==> config.mk <==
export PLATFORM = sky130hd
export DESIGN_NAME = pci_burst_req_ctl
export DESIGN_NICKNAME = d
export VERILOG_FILES = /design/src/rtl/brq_pkg.sv /design/src/rtl/brq_cfg.sv /design/src/rtl/brq_phase_cnt.sv /design/src/rtl/brq_fsm.sv /design/src/rtl/pci_burst_req_ctl.sv
export SDC_FILE = /design/constraint.sdc
export NUM_CORES = 1
export LEC_CHECK = 0
export CAP_MARGIN = 20
export CELL_PAD_IN_SITES_DETAIL_PLACEMENT = 2
export CELL_PAD_IN_SITES_GLOBAL_PLACEMENT = 2
export CORE_AREA = 4 4 65 67
export DETAILED_ROUTE_END_ITERATION = 10
export DIE_AREA = 0 0 69 71
export PLACE_DENSITY_LB_ADDON = 0.1
export RECOVER_POWER = 50
export SYNTH_ARGS = -nofsm -noshare
export SYNTH_HDL_FRONTEND = slang
export SYNTH_SLANG_ARGS = --single-unit
export TNS_END_PERCENT = 100
==> constraint.sdc <==
create_clock -name clk -period 1.95 [get_ports clk]
set_input_delay 0.195 -clock clk [delete_from_list [all_inputs] [get_ports clk]]
set_output_delay 0.195 -clock clk [all_outputs]
set_load 0.005 [all_outputs]
==> src/rtl/brq_pkg.sv <==
package brq_pkg;

    typedef enum logic [1:0] {
        ST_IDLE    = 2'd0,
        ST_REQ     = 2'd1,
        ST_BURST   = 2'd2,
        ST_RELEASE = 2'd3
    } brq_state_e;

    localparam logic [3:0] CMD_RD_LINE = 4'hE;
    localparam logic [3:0] CMD_RD_MULT = 4'hC;

endpackage

==> src/rtl/brq_cfg.sv <==
module brq_cfg (
    input  logic clk,
    input  logic hrst_n,
    input  logic wr_en,
    input  logic wr_hold,
    input  logic wr_multi,
    input  logic stopped,
    input  logic suspended,
    output logic hold_q,
    output logic multi_q
);
    logic wr_open;

    assign wr_open = wr_en && (stopped || suspended);

    // Only the hard reset clears these bits.
    always_ff @(posedge clk or negedge hrst_n) begin
        if (!hrst_n) begin
            hold_q  <= 1'b0;
            multi_q <= 1'b0;
        end else if (wr_open) begin
            hold_q  <= wr_hold;
            multi_q <= wr_multi;
        end
    end

endmodule

==> src/rtl/brq_phase_cnt.sv <==
module brq_phase_cnt #(
    parameter int LEN_W = 8
) (
    input  logic             clk,
    input  logic             hrst_n,
    input  logic             srst,
    input  logic             load,
    input  logic [LEN_W-1:0] len,
    input  logic             dec,
    output logic [LEN_W-1:0] left_o,
    output logic             last_o,
    output logic             many_o
);
    localparam logic [LEN_W-1:0] ONE = LEN_W'(1);
    localparam logic [LEN_W-1:0] TWO = LEN_W'(2);

    logic [LEN_W-1:0] left_q;
    logic [LEN_W-1:0] load_val;

    // A zero length is taken as a single phase.
    assign load_val = (len == '0) ? ONE : len;

    always_ff @(posedge clk or negedge hrst_n) begin
        if (!hrst_n) begin
            left_q <= '0;
        end else if (srst) begin
            left_q <= '0;
        end else if (load) begin
            left_q <= load_val;
        end else if (dec) begin
            left_q <= left_q - ONE;
        end
    end

    assign left_o = left_q;
    assign last_o = (left_q == ONE);
    assign many_o = (left_q >= TWO);

endmodule

==> src/rtl/brq_fsm.sv <==
module brq_fsm
    import brq_pkg::*;
(
    input  logic       clk,
    input  logic       hrst_n,
    input  logic       srst,
    input  logic       pend,
    input  logic       gnt,
    input  logic       bus_idle,
    input  logic       phase_done,
    input  logic       last,
    input  logic       many,
    input  logic       cfg_hold,
    input  logic       cfg_multi,
    output brq_state_e state_o,
    output logic       load_o,
    output logic       dec_o,
    output logic       req_o,
    output logic [3:0] cmd_o
);
    brq_state_e state_q;
    brq_state_e state_d;
    logic [3:0] cmd_lat_q;
    logic [3:0] cmd_sel;

    assign cmd_sel = cfg_multi ? CMD_RD_MULT : CMD_RD_LINE;

    always_comb begin
        state_d = state_q;
        unique case (state_q)
            ST_IDLE:    if (pend)              state_d = ST_REQ;
            ST_REQ:     if (gnt && bus_idle)   state_d = ST_BURST;
            ST_BURST:   if (phase_done && last) state_d = ST_RELEASE;
            ST_RELEASE: if (!gnt)              state_d = ST_IDLE;
            default:                           state_d = ST_IDLE;
        endcase
        if (srst) state_d = ST_IDLE;
    end

    always_ff @(posedge clk or negedge hrst_n) begin
        if (!hrst_n) begin
            state_q <= ST_IDLE;
        end else begin
            state_q <= state_d;
        end
    end

    // Command chosen at the start edge is frozen for the tenure.
    always_ff @(posedge clk or negedge hrst_n) begin
        if (!hrst_n) begin
            cmd_lat_q <= CMD_RD_LINE;
        end else if (load_o) begin
            cmd_lat_q <= cmd_sel;
        end
    end

    always_comb begin
        load_o = 1'b0;
        dec_o  = 1'b0;
        req_o  = 1'b0;
        cmd_o  = cmd_sel;
        unique case (state_q)
            ST_IDLE: begin
                req_o = 1'b0;
            end
            ST_REQ: begin
                req_o  = 1'b1;
                load_o = gnt && bus_idle && !srst;
            end
            ST_BURST: begin
                req_o = cfg_hold && many;
                dec_o = phase_done && !last && !srst;
                cmd_o = cmd_lat_q;
            end
            ST_RELEASE: begin
                req_o = 1'b0;
                cmd_o = cmd_lat_q;
            end
            default: begin
                req_o = 1'b0;
            end
        endcase
    end

    assign state_o = state_q;

endmodule

==> src/rtl/pci_burst_req_ctl.sv <==
module pci_burst_req_ctl
    import brq_pkg::*;
#(
    parameter int LEN_W = 8
) (
    input  logic             clk,
    input  logic             hrst_n,
    input  logic             srst,
    input  logic             cfg_we,
    input  logic             cfg_hold_wd,
    input  logic             cfg_multi_wd,
    input  logic             stopped,
    input  logic             suspended,
    output logic             cfg_hold_rd,
    output logic             cfg_multi_rd,
    input  logic             xfer_pend,
    input  logic             gnt,
    input  logic             bus_idle,
    input  logic [LEN_W-1:0] burst_len,
    input  logic             phase_done,
    output logic             req,
    output logic [3:0]       cmd
);
    brq_state_e       state_q;
    logic             ld;
    logic             dc;
    logic             lst;
    logic             mny;
    logic [LEN_W-1:0] left_q;

    brq_cfg u_cfg (
        .clk       (clk),
        .hrst_n    (hrst_n),
        .wr_en     (cfg_we),
        .wr_hold   (cfg_hold_wd),
        .wr_multi  (cfg_multi_wd),
        .stopped   (stopped),
        .suspended (suspended),
        .hold_q    (cfg_hold_rd),
        .multi_q   (cfg_multi_rd)
    );

    brq_phase_cnt #(.LEN_W(LEN_W)) u_cnt (
        .clk    (clk),
        .hrst_n (hrst_n),
        .srst   (srst),
        .load   (ld),
        .len    (burst_len),
        .dec    (dc),
        .left_o (left_q),
        .last_o (lst),
        .many_o (mny)
    );

    brq_fsm u_fsm (
        .clk        (clk),
        .hrst_n     (hrst_n),
        .srst       (srst),
        .pend       (xfer_pend),
        .gnt        (gnt),
        .bus_idle   (bus_idle),
        .phase_done (phase_done),
        .last       (lst),
        .many       (mny),
        .cfg_hold   (cfg_hold_rd),
        .cfg_multi  (cfg_multi_rd),
        .state_o    (state_q),
        .load_o     (ld),
        .dec_o      (dc),
        .req_o      (req),
        .cmd_o      (cmd)
    );

endmodule

==> impl.org <==
** Clocking
- Number of clock sinks :: 13
- TritonCTS built the clock tree.
- The clock passes through at most 2 buffers.
- Buffer type at the clock tree root :: sky130_fd_sc_hd__clkbuf_8
- The later pin in the worst-skew pair is clocked with a latency of 250 ps.
- Clock buffer count from CTS :: 3
- Maximum level of the CTS H-tree :: 1
- After clock tree synthesis, the clock-pin slew on the worst setup and hold paths is 70 ps.

** Routing
- After detailed routing, the number of vias per cell comes to 4.92.
- Metal1 wirelength :: 1330 µm
- Number of DRC markers in iteration 0 :: 20
- After detailed routing, the average wire length per cell comes to 16.4 µm.
- The final route contains 886 vias.
- After detailed routing, the met3 layer carries 74 µm of wire.
- Highest metal layer with signal wires :: met4
- Number of nets with antenna violations after routing :: 0
- DRC Markers :: 0
- Detailed routing placed a total of 1480 µm of wire on met2.
- The pre-antenna-repair detailed-routing pass consisted of 4 iterations.
- Total Routed Length :: 2960 µm

** Layout
- Total of fill cells in the finished design :: 429
- The repair_antennas step left the layout with diodes totalling 0.
- Count of nets after finishing :: 160
- The area growth from synthesis to layout is 37.7%.
- Proportion of layout cells with a drive suffix above 1 :: 19.7%
- Utilization of the core after routing :: 37.2%

** Die
- For this configuration, the core starts out at a cell density of 27.0%.
- Floorplan die height :: 71 µm
- Site Rows :: 22
- The core region is 0.00363 mm².
- The die is 69 µm wide.
- 27 I/O pins were placed.
- The die covers 0.00490 mm².

** Synthesis
- Averaged over all synthesized cells, the footprint is 9.54 µm².
- Top cell type by total area after synthesis :: sky130_fd_sc_hd__dfrtp_1
- Cell types with the largest area share after synthesis :: sky130_fd_sc_hd__dfrtp_1, sky130_fd_sc_hd__ha_1, sky130_fd_sc_hd__a211oi_1
- Distinct cell type count after synthesis :: 36
- Yosys instantiated no cell more often than sky130_fd_sc_hd__dfrtp_1.
- In the synthesized netlist the dominant register cell turns out to be sky130_fd_sc_hd__dfrtp_1.
- Cells after synthesis :: 103
- Counting flops with a built-in enable in the synthesized netlist gives 0.
- For this run, asynchronously set or reset flops after synthesis account for 100%.
- The cell area that synthesis handed to floorplanning was 982 µm².
- The commonest cells after synthesis are sky130_fd_sc_hd__dfrtp_1, sky130_fd_sc_hd__nor2_1, sky130_fd_sc_hd__a211oi_1, sky130_fd_sc_hd__ha_1, sky130_fd_sc_hd__inv_1.
- Area share of the largest cell type after synthesis :: 30.6%
- Synthesis warning total :: 0
- Number of register bits inferred by synthesis :: 13
- Portion of the post-synthesis area used by sequential elements :: 33.2%

** Setup path
- The worst setup path is captured at a flop.
- Launch instance of the worst register-to-register path :: u_cnt.left_o[2]
- R2r setup slk :: 110 ps
- Measured in cells, the most critical reg-to-reg path has a length of 4.
- List of cells traversed by the critical path :: or4_4 -> o41ai_4 -> a21oi_1 -> a211oi_1
- By startpoint and endpoint, the worst setup path is classified as flop to flop.
- Broken down by cell family, the worst path's largest delay share belongs to compound AO/OA/AOI/OAI gates.
- CP Launch Type :: flop
- In this run the critical register-to-register path is captured at u_fsm.state_o[0].
- Of all nets on the critical path, the largest fanout is 7.
- Sum of buffers and inverters on the critical path :: 0
- CP Data Arrival Time :: 2010 ps
- On the worst path, the slowest cell contributes a delay of 590 ps.
- Worst-path cell with the longest stage delay :: sky130_fd_sc_hd__or4_4
- At the worst endpoint, the required time is 2110 ps.

** Timing
- Worst clock skew on the final layout :: 4.45 ps
- Worst slew pin tran :: 691 ps
- Maximum clock frequency :: 0.543 GHz
- Slew headroom :: 53.8%
- Final number of max-transition violations :: 0
- Final Hold Viols :: 0
- After layout, the worst path uses 94.4% of the clock period.
- Final setup viols :: 0
- For the finished layout, the period the worst path requires is 1840 ps.
- Post-route worst hold slack :: 424 ps

** Global routing
- Summed over all layers, the global routing overflow is 0.
- Maximum number of pins on one net before global-route repair :: 20
- Global-route wire length before repair :: 4950 µm
- Global routing used 12.7% of the available tracks.
- Number of antenna violations at the first check in global routing :: 0
- The number of global-route vias before repair was 1002.

** Min path
- The path class of the tightest hold or removal check is input pin to async pin.

** Power
- Cell Pwr Density :: 1140 mW/mm²
- In this run the static leakage power is 0.000529 µW.
- VDD sags by at most 0.330 mV.

** Flow run
- Number of maximum-capacitance violations :: 0

** Outcome
- The run finished with clean final reports.

** Placed design
- Final estimated routing congestion in global placement :: 0.761
- Number of input and output port buffers inserted :: 23
- Detailed placement ended at an HPWL of 2340 µm.
-- worst max path at each step --
stage	start	end	cells past startpoint
final	u_cnt.left_o[2]	u_fsm.state_o[0]	4
after global routing	u_cnt.left_o[2]	u_fsm.state_o[0]	4
after CTS	u_fsm.state_o[0]	u_cnt.left_o[0]	6
after detailed placement	u_fsm.state_o[0]	u_cnt.left_o[0]	6
after global placement	u_fsm.state_o[0]	u_cnt.left_o[0]	6
after floorplan	u_cnt.left_o[1]	u_cnt.left_o[3]	6
-- power by group --
part	internal [µW]	switching [µW]
logic	421	409
clock network	142	117
registers	353	101
-- per-stage QoR --
stage	instances	instance area, µm²	setup WS (ps)	total power [µW]	TNS [ps]
2_1_floorplan	104	986	203	955	0
3_3_place_gp	175	1270	-2.78	1240	-2.78
3_5_place_dp	175	1270	-115	1260	-175
4_1_cts	180	1340	60.6	1560	0
5_1_grt	180	1350	-0.736	1680	-0.736
6_report	180	1350	109	1540	0
-- cells in the final DEF, fill, tap and decap left out, types with 2 or more instances in the layout --
master,count
sky130_fd_sc_hd__a211oi_1,8
sky130_fd_sc_hd__a21oi_1,4
sky130_fd_sc_hd__buf_4,6
sky130_fd_sc_hd__clkbuf_8,3
sky130_fd_sc_hd__clkdlybuf4s50_1,19
sky130_fd_sc_hd__conb_1,3
sky130_fd_sc_hd__dfrtp_1,11
sky130_fd_sc_hd__dlygate4sd2_1,2
sky130_fd_sc_hd__dlygate4sd3_1,2
sky130_fd_sc_hd__ha_1,6
sky130_fd_sc_hd__inv_1,7
sky130_fd_sc_hd__mux2_2,2
sky130_fd_sc_hd__nand2_1,2
sky130_fd_sc_hd__nand2b_1,2
sky130_fd_sc_hd__nand3_1,6
sky130_fd_sc_hd__nand3b_1,2
sky130_fd_sc_hd__nor2_1,10
sky130_fd_sc_hd__nor3_1,4
sky130_fd_sc_hd__o21ai_0,3
sky130_fd_sc_hd__or4_4,2
sky130_fd_sc_hd__xnor2_1,5
-- logic make-up (layout without fill, tap and decap cells) --
kind of cell	count (synthesis)	count (layout)	share of synthesized area, %
AND/OR/NAND/NOR	36	36	20.9
AO/OA/AOI/OAI	25	25	21.1
flip-flops	13	13	33.2
buffers and inverters	12	40	7.39
adder cells (fa/ha/maj)	7	7	8.92
XOR/XNOR	6	6	5.35
other	2	3	0.765
multiplexers	2	2	2.29
-- flip-flops by register name (all words and copies together) (netlist names) --
| signal | cells |
|---|---|
| u_fsm.cmd_lat_q | 1 |
| u_cfg.multi_q | 1 |
| u_cfg.hold_q | 1 |
| u_cnt.left_o | 8 |
| u_fsm.state_o | 2 |
-- worst reg2reg max path: stages, from the launching register on --
cell                       delay [ps]
sky130_fd_sc_hd__dfrtp_1          470
sky130_fd_sc_hd__or4_4            590
sky130_fd_sc_hd__o41ai_4          350
sky130_fd_sc_hd__a21oi_1          120
sky130_fd_sc_hd__a211oi_1         220
-- final cells by class --
type / instances / area (µm²) / share of cell area (%)
Clock buffer: 3 / 41.3 / 3.05
Clock inverter: 1 / 5.00 / 0.370
Inverter: 7 / 26.3 / 1.94
Multi-Input combinational cell: 79 / 619 / 45.8
Sequential cell: 13 / 328 / 24.2
Tap cell: 48 / 60.1 / 4.44
Timing Repair Buffer: 29 / 273 / 20.2
-- repair_timing --
| item | CTS | global route |
|---|---|---|
| gates resized for setup | 7 | 2 |
| pin swaps | 0 | 0 |
| endpoints found under the setup margin | 6 | 3 |
| hold buffers | 0 | 0 |
| buffers inserted | 1 | 0 |
-- routing by layer --
metal	vias to the layer above	global-route usage, %
li1	428	-
met1	441	15.3
met2	12	21.8
met3	5	2.13
met4	0	6.51
met5	-	0
(Power assumes the default switching activity.)
